<file path="src/rtl/iso_pkg.sv">
package iso_pkg;

    typedef enum logic [1:0] {
        LVL_BOOT  = 2'd0,
        LVL_ROOT  = 2'd1,
        LVL_STAGE = 2'd2,
        LVL_APP   = 2'd3
    } iso_lvl_e;

    // widened arithmetic so hi + count never wraps (sector width up to 16)
    localparam int SPAN_W = 17;

    typedef struct packed {
        logic grant;
        logic viol;
    } iso_resp_t;

    typedef struct packed {
        logic in_base;
        logic in_ext;
    } iso_hit_t;

    function automatic logic span_has(input logic [SPAN_W-1:0] pos,
                                      input logic [SPAN_W-1:0] lo,
                                      input logic [SPAN_W-1:0] hi);
        return (pos >= lo) && (pos <= hi);
    endfunction

    function automatic iso_lvl_e lvl_next(input iso_lvl_e cur);
        return (cur == LVL_APP) ? LVL_APP : iso_lvl_e'(cur + 2'd1);
    endfunction

endpackage

</file>
<file path="src/rtl/iso_level_ctr.sv">
module iso_level_ctr
    import iso_pkg::*;
(
    input  logic     clk,
    input  logic     rst,
    input  logic     step_i,
    output iso_lvl_e lvl_o
);

    always_ff @(posedge clk) begin
        if (rst)
            lvl_o <= LVL_BOOT;
        else if (step_i)
            lvl_o <= lvl_next(lvl_o);
    end

endmodule

</file>
<file path="src/rtl/iso_thr_reg.sv">
module iso_thr_reg #(
    parameter int W = 7
) (
    input  logic         clk,
    input  logic         rst,
    input  logic         frozen_i,
    input  logic         wr_i,
    input  logic [W-1:0] wdata_i,
    output logic [W-1:0] thr_o
);

    logic take;

    // ignore writes that would shrink the count or arrive after freezing
    assign take = wr_i && !frozen_i && (wdata_i >= thr_o);

    always_ff @(posedge clk) begin
        if (rst)
            thr_o <= '0;
        else if (take)
            thr_o <= wdata_i;
    end

endmodule

</file>
<file path="src/rtl/iso_bank_region.sv">
module iso_bank_region
    import iso_pkg::*;
#(
    parameter int SEC_W = 7
) (
    input  logic             clk,
    input  logic             rst,
    input  logic [SEC_W-1:0] cfg_lo_i,
    input  logic [SEC_W-1:0] cfg_hi_i,
    input  logic [SEC_W-1:0] thr_i,
    input  logic [SEC_W-1:0] sector_i,
    output iso_hit_t         hit_o
);

    logic [SEC_W-1:0]  lo_q, hi_q;
    logic [SPAN_W-1:0] lo_x, hi_x, sec_x, thr_x;
    logic              win_ok;

    // bounds are latched only while reset is held
    always_ff @(posedge clk) begin
        if (rst) begin
            lo_q <= cfg_lo_i;
            hi_q <= cfg_hi_i;
        end
    end

    always_comb begin
        lo_x   = SPAN_W'(lo_q);
        hi_x   = SPAN_W'(hi_q);
        sec_x  = SPAN_W'(sector_i);
        thr_x  = SPAN_W'(thr_i);
        win_ok = (hi_q >= lo_q);
        hit_o.in_base = win_ok && span_has(sec_x, lo_x, hi_x);
        hit_o.in_ext  = win_ok && (thr_i != '0)
                        && span_has(sec_x, hi_x + SPAN_W'(1), hi_x + thr_x);
    end

endmodule

</file>
<file path="src/rtl/iso_gate.sv">
module iso_gate
    import iso_pkg::*;
#(
    parameter int NUM_BANKS    = 2,
    parameter int SECTORS      = 128,
    parameter int KEY_OPEN_MAX = 2,
    localparam int SEC_W  = $clog2(SECTORS),
    localparam int BANK_W = (NUM_BANKS > 1) ? $clog2(NUM_BANKS) : 1
) (
    input  logic                       clk,
    input  logic                       rst,
    input  logic [NUM_BANKS*SEC_W-1:0] cfg_lo_i,
    input  logic [NUM_BANKS*SEC_W-1:0] cfg_hi_i,
    input  logic                       lvl_up_i,
    input  logic                       thr_wr_i,
    input  logic [SEC_W-1:0]           thr_data_i,
    input  logic                       acc_valid_i,
    input  logic                       acc_key_i,
    input  logic [BANK_W-1:0]          acc_bank_i,
    input  logic [SEC_W-1:0]           acc_sector_i,
    output logic                       acc_grant_o,
    output logic                       acc_viol_o,
    output logic [1:0]                 level_o,
    output logic [SEC_W-1:0]           thr_o
);

    iso_lvl_e  lvl;
    iso_hit_t  hits [NUM_BANKS];
    iso_hit_t  sel;
    logic      bank_ok;
    logic      deny;
    iso_resp_t resp_q;

    iso_level_ctr u_lvl (
        .clk    (clk),
        .rst    (rst),
        .step_i (lvl_up_i),
        .lvl_o  (lvl)
    );

    iso_thr_reg #(.W(SEC_W)) u_thr (
        .clk      (clk),
        .rst      (rst),
        .frozen_i (lvl == LVL_APP),
        .wr_i     (thr_wr_i),
        .wdata_i  (thr_data_i),
        .thr_o    (thr_o)
    );

    for (genvar b = 0; b < NUM_BANKS; b++) begin : g_bank
        iso_bank_region #(.SEC_W(SEC_W)) u_region (
            .clk      (clk),
            .rst      (rst),
            .cfg_lo_i (cfg_lo_i[b*SEC_W +: SEC_W]),
            .cfg_hi_i (cfg_hi_i[b*SEC_W +: SEC_W]),
            .thr_i    (thr_o),
            .sector_i (acc_sector_i),
            .hit_o    (hits[b])
        );
    end

    always_comb begin
        sel     = '0;
        bank_ok = 1'b0;
        for (int b = 0; b < NUM_BANKS; b++) begin
            if (acc_bank_i == BANK_W'(b)) begin
                sel     = hits[b];
                bank_ok = 1'b1;
            end
        end
        if (acc_key_i)
            deny = (int'(lvl) > KEY_OPEN_MAX);
        else
            deny = !bank_ok
                   || ((lvl >= LVL_STAGE) && sel.in_base)
                   || ((lvl == LVL_APP) && sel.in_ext);
    end

    always_ff @(posedge clk) begin
        if (rst)
            resp_q <= '0;
        else begin
            resp_q.grant <= acc_valid_i && !deny;
            resp_q.viol  <= acc_valid_i && deny;
        end
    end

    assign acc_grant_o = resp_q.grant;
    assign acc_viol_o  = resp_q.viol;
    assign level_o     = lvl;

endmodule

</file>
<file path="config.mk">
export PLATFORM = sky130hd
export DESIGN_NAME = iso_gate
export DESIGN_NICKNAME = d
export VERILOG_FILES = /design/src/rtl/iso_pkg.sv /design/src/rtl/iso_level_ctr.sv /design/src/rtl/iso_thr_reg.sv /design/src/rtl/iso_bank_region.sv /design/src/rtl/iso_gate.sv
export SDC_FILE = /design/constraint.sdc
export NUM_CORES = 1
export LEC_CHECK = 0
export ABC_AREA = 1
export ABC_CLOCK_PERIOD_IN_PS = 3400
export BUFFER_PORTS_ARGS = -buffer_cell sky130_fd_sc_hd__buf_2
export CORE_ASPECT_RATIO = 0.5
export CORE_MARGIN = 4
export CORE_UTILIZATION = 55
export DETAILED_ROUTE_END_ITERATION = 12
export PLACE_DENSITY = 0.87
export REMOVE_ABC_BUFFERS = 1
export SLEW_MARGIN = 20
export SYNTH_ARGS = -nofsm -noshare
export SYNTH_HDL_FRONTEND = slang
export SYNTH_SLANG_ARGS = --single-unit
</file>
<file path="constraint.sdc">
create_clock -name clk -period 3.4 [get_ports clk]
set_input_delay 0.85 -clock clk [delete_from_list [all_inputs] [get_ports clk]]
set_output_delay 0.85 -clock clk [all_outputs]
set_load 0.01 [all_outputs]
</file>
After elaboration in Yosys (flattened, before gate mapping)
Index checks and enable logic that the tools add are counted.
Operators by class
  add/sub/neg operators: 5
  multiply operators: 0
  div/mod/pow operators: 0
  $lt $le $gt $ge: 13
  equality and inequality tests: 1
  shifts and indexed selects: 0
  mux-type cells: 3
  bitwise logic cells: 0
  reduce and logical (&&, ||, !) cells: 20
Operator list (count)
  $ge 7x7->1: 5
  $ge 7x17->1: 2
  $le 7x17->1: 2
  $add 7x1->8 const B: 2
  $add 7x7->8: 2
  $logic_and 1x1->1: 16
  $le 7x7->1: 2
  $reduce_bool 7->1: 1
  $mux 2: 2
  $add 2x1->2 const B: 1
  $eq 2x2->1 const B: 1
  $ge 2x2->1 const B: 1
  $gt 2x2->1 const B: 1
  $logic_not 1->1: 2
  $logic_or 1x1->1: 1
  $mux 1: 1
Word-level totals
  flip-flop bits (word level): 39
  latch bits: 0
  bits in writable memories: 0
  memory bits (read-only): 0
  input port bits: 49
  output and inout port bits: 11
  logic and storage cells: 50
  memories kept: 0

Logic depth before layout (Yosys ltp)
  depth in word-level cells: 10
  mapped depth: 21
  depth with buffers taken out: 21

Cells and area by module
From an unflattened synthesis, not the netlist that was laid out.
Second synthesis, totals
  cells, all modules: 544
  area total of the unflattened synthesis: 4187.8 um2
Modules (own cells, without submodules)
  iso_bank_region (g_bank[1].u_region): instances 1, cells each 214, area an instance 1719.1 um2, sequential area each 420.4 um2
  iso_bank_region (g_bank[0].u_region): instances 1, cells each 218, area an instance 1716.6 um2, sequential area each 420.4 um2
  iso_thr_reg: instances 1, cells each 81, area an instance 546.8 um2, sequential area each 140.1 um2
  iso_gate: instances 1, cells each 22, area an instance 136.4 um2, sequential area each 40.0 um2
  iso_level_ctr: instances 1, cells each 9, area an instance 68.8 um2, sequential area each 40.0 um2

Least setup slack after synthesis
OpenSTA, ideal clock, no wires.
  path kind: reg-to-reg
  from: reg g_bank[1].u_region.hi_q[0]
  to: reg resp_q, in the netlist acc_viol_o
  setup time: 0.113 ns
  data arrival time: 2.616 ns
  data required time: 3.287 ns
  slack: 0.671 ns
  stages on the path, launching flop included: 22
  path buffers: 0
  period minus slack after synthesis: 2.729 ns
  path through: edfxtp_1 ha_1 fa_1 nand3_1 nand2_1 nand2_1 nand2_1 a21oi_1 xor2_1 ha_1 nand2_1 nor2_1 a21boi_0 nand2_1 nor2_1 nand2_1 nand3_1 nand2_1 nand3_2 nand3_2 nand2_1 nor2_1
On the way
  longest elaborated chain between the ends: 9
  elaborated cells between the ends (all ways): 17
  those cells by class: add/sub (2); order compare (4); mux (2); reduce/logical (9)
Ends and longest elaborated chain
  start: declaration: line iso_bank_region.sv:15  | logic [SEC_W-1:0] lo_q, hi_q;
  start signal: assignment: line iso_bank_region.sv:23  | hi_q <= cfg_hi_i;
  $add 7x1->8 / $add 7x7->8 (equally long branches): line iso_bank_region.sv:35  | && span_has(sec_x, hi_x + SPAN_W'(1), hi_x + thr_x);
  $ge 7x17->1 / $le 7x17->1 (equally long branches): line iso_pkg.sv:26  | return (pos >= lo) && (pos <= hi);
  $logic_and 1x1->1: line iso_pkg.sv:26
  $logic_and 1x1->1: line iso_bank_region.sv:35
  $mux 2 (*): line iso_gate.sv:66  | if (acc_bank_i == BANK_W'(b)) begin
  $logic_and 1x1->1: line iso_gate.sv:76  | || ((lvl == LVL_APP) && sel.in_ext);
  $logic_or 1x1->1 (*): line iso_gate.sv:76
  $mux 1 (*): line iso_gate.sv:71  | if (acc_key_i)
  $logic_and 1x1->1 (*): line iso_gate.sv:84  | resp_q.viol <= acc_valid_i && deny;
  end: declaration: line iso_gate.sv:32  | iso_resp_t resp_q;
Mark *: on every way between the ends. The rest lies on a longest branch, timed or not.
A chain may end at the register's enable or synchronous reset.

Worst setup path after layout
Ends and elaborated chain as after synthesis.

==> run_results.csv <==
group,metric,value,unit
power_and_ir_drop,p_leak,2.35,nW
yosys,synth-edff-count,28,
sta,worst_pin_slew,0.508,ns
cts,tritoncts,"built",
setup_path,crit_top_cell,"nand2_1",
cts,insertion_delay,0.29,ns
yosys,async_flop_share,0,%
detailed_routing,drc,0,
detailed_routing,postRouteAntennaNets,0,
detailed_routing,drt_iter0_markers,224,
sta,rsz0062_at_grt,"false",
cts,cts_sinks,39,
sta,setup_violations,0,
final_layout,nNetsFinal,688,
detailed_routing,vias_per_cell,5.61,
sta,fin_crit_sh,90.8,%
cts,clock-root-buffer,"clkbuf_16",
cts,holdBufCountCts,0,
setup_path,required,3.59,ns
setup_path,arrival,3.28,ns
final_layout,fin_util,66.3,%
cts,cts_buffer_depth,2,
setup_path,crit_chain,"ha_1 > fa_1 > nand3_1 > nand2_1 > nand2_1 > nand2_1 > a21oi_1 > xor2_1 > ha_1 > nand2_1 > nor2_1 > a21boi_0 > nand2_1 > nor2_1 > nand2_1 > nand3_1 > nand2_1 > nand3_2 > nand3_2 > nand2_1 > nor2_1",
yosys,syn-cell-area,0.00395,sq mm
floorplan,ios,60,
setup_path,end_kind,"flop",
power_and_ir_drop,pwr-share-seq,32.3,%
yosys,ys_warn_count,0,
final_layout,regArea,0.00106,sq mm
power_and_ir_drop,powerDensity,417,mW/mm^2
grt,grt_pass1_wl,16.5,mm
status,outcome,"finished clean",
sta,hold_viol_final,0,
flow_run,max_cap_viol_count,0,
place,place_congestion,0.871,
sta,fmax,324,MHz
final_layout,finalNonFillerCells,637,
setup_path,slowest_delay,0.44,ns
setup_path,critPathBufInv,0,
grt,grt-ovfl-total,0,
final_layout,design_area,0.00453,sq mm
detailed_routing,first_pass_iters,5,
floorplan,die_x,128,microns
place,place_inst,629,
detailed_routing,vias,3574,
power_and_ir_drop,switching_share,36.3,%
cts,htreeDepth,2,
detailed_routing,wl,10.1,mm
yosys,synthCells,478,
grt,grt_pass1_vias,3579,
yosys,postSynthAreaPerCell,8.27,sq um
floorplan,core_area,0.00683,sq mm
setup_path,slowest_stage,"edfxtp_1",
sta,setup_tns,0,ns
yosys,ys_ff_latch,39,
cts,clk_pin_slew,0.06,ns
grt,grt_start_max_net_pins,21,
floorplan,placementRows,21,
cts,cts.repair.resized,0,
place,portBuffers,59,
setup_path,critPathTopFamily,"simple AND/OR/NAND/NOR gates",
place,place_area,0.00436,sq mm
cts,cts_setup_buffers,0,
setup_path,critPathLaunchType,"flop",
final_layout,syn2layout_area_growth,14.7,%
yosys,yosysSeqAreaShare,26.9,%
sta,finalCriticalPeriod,3.09,ns
power_and_ir_drop,switchingPower,0.687,mW
grt,antenna_found_initial,0,
yosys,ys_types,31,
final_layout,drive_above_1_share,15.6,%
cts,cts-buffers-inserted,5,
power_and_ir_drop,p_clk_share,29.1,%
yosys,ys.flop_type,"edfxtp_1",
detailed_routing,wl_per_cell,15.8,microns
setup_path,rrSetupSlack,0.31,ns
power_and_ir_drop,ir_drop,0.219,mV
power_and_ir_drop,p_comb_share,38.6,%
floorplan,start_util,57.8,%
setup_path,critPathKind,"flop to flop",
sta,slew_viol_final,0,
hold_path,min_path_type,"flop to flop",
final_layout,fillers,537,
sta,maxSlewHeadroom,66.1,%
final_layout,num_antenna_cells,0,
final_layout,multi_input_area,0.00263,sq mm
power_and_ir_drop,internal_power,1.20,mW
place,dp_hpwl,7.61,mm
grt,grt_usage,24.5,%
sta,finClkSkew,0.00401,ns
floorplan,die_h,67.9,microns
setup_path,crit_fanout,4,
floorplan,dieArea,0.00869,sq mm
[metal layers]
| metal | routed length, microns | vias up | global-route usage (%) |
|---|---|---|---|
| met1 | 4090 | 1600 | 28.9 |
| li1 | - | 1776 | - |
| met4 | 492 | 0 | 12.6 |
| met5 | 0 | - | 0 |
| met3 | 743 | 53 | 5.46 |
| met2 | 4720 | 145 | 42.9 |
[cell type report]
cell class | instances | area share (%)
Tap cell | 92 | 2.54
Timing Repair Buffer | 60 | 6.68
Multi-Input combinational cell | 370 | 58.0
Sequential cell | 39 | 23.4
Clock buffer | 5 | 2.76
Inverter | 68 | 5.63
Clock inverter | 3 | 0.939
[logic make-up (layout without fill, tap and decap cells)]
logic type	after synthesis	after routing	synth area share, %
DFF	39	39	26.9
buffers and inverters	69	136	6.59
AOI/OAI and AO/OA	79	79	11.5
xor gates and xnor gates	20	20	4.43
adders and majority gates	95	95	30.5
and+or+nand+nor	176	176	20.1
[registers in the layout, indices dropped and copies added (netlist names)]
| signal | cells |
|---|---|
| acc_viol_o | 1 |
| acc_grant_o | 1 |
| u_lvl.lvl_o | 2 |
| g_bank.u_region.hi_q | 14 |
| g_bank.u_region.lo_q | 14 |
| u_thr.thr_o | 7 |
[path summary, 6_finish.rpt]
kind / startpoint / end / cells past startpoint
worst max register to register: g_bank[1].u_region.hi_q[0] / acc_viol_o / 21
worst max-delay path: g_bank[1].u_region.hi_q[0] / acc_viol_o / 21
worst min register to register: u_lvl.lvl_o[0] / u_lvl.lvl_o[1] / 2
worst min-delay path: u_lvl.lvl_o[0] / u_lvl.lvl_o[1] / 2
[worst min-delay path, stage by stage, from the launching register on]
cell and delay (ns):
dfxtp_1 0.34, nand2_1 0.08, a21oi_1 0.05
[synth_stat cells, types with 2 or more instances]
master    instances  area share [%]
a21oi_1          41             5.2
nand4_1          12             1.9
o21ai_2           2            0.44
nor3_1            2            0.25
xnor2_1           8             1.8
fa_1              2             1.0
ha_1             93              29
nor2_1           21             2.0
nand2_1         104             9.9
a31oi_1           3            0.48
a21oi_2           2            0.44
o211ai_1          3            0.57
nand3_2           5             1.3
xor2_1           12             2.7
dfxtp_1          11             5.6
nand3_1          23             2.9
o21a_1            6             1.1
nor2_4            3            0.85
nand2_2           4            0.63
edfxtp_1         28              21
o21ai_0          16             2.0
inv_1            68             6.5
[placed cells by master, fill, tap and decap left out, drive strengths merged, types with 3 or more instances in the layout]
master	Yosys	final
nor2	24	24
ha	93	93
edfxtp	28	28
a31oi	3	3
buf	1	60
nand4	12	12
o21a	6	6
xnor2	8	8
xor2	12	12
o211ai	3	3
nand3	28	28
inv	68	69
o21ai	19	19
clkbuf	0	5
dfxtp	11	11
nand2	109	109
a21oi	43	43
[metrics by stage]
step | hold slack (ns) | setup slack [ns] | total power, mW
finish | 0.516 | 0.313 | 1.89
global route | 0.541 | 0.0111 | 2.03
CTS | 0.511 | 0.330 | 1.88
detailed placement | 0.500 | 0.376 | 1.32
global placement | 0.492 | 0.537 | 1.29
floorplan | 0.509 | 0.671 | 1.12
[power by group through the flow]
stage | Sequential [mW] | Clock (mW) | Combinational (mW)
after floorplan | 0.605 | 0 | 0.516
after global placement | 0.617 | 0 | 0.671
after detailed placement | 0.618 | 0 | 0.706
after CTS | 0.608 | 0.547 | 0.727
after global routing | 0.616 | 0.573 | 0.840
final | 0.610 | 0.551 | 0.730
(Power assumes the default switching activity.)
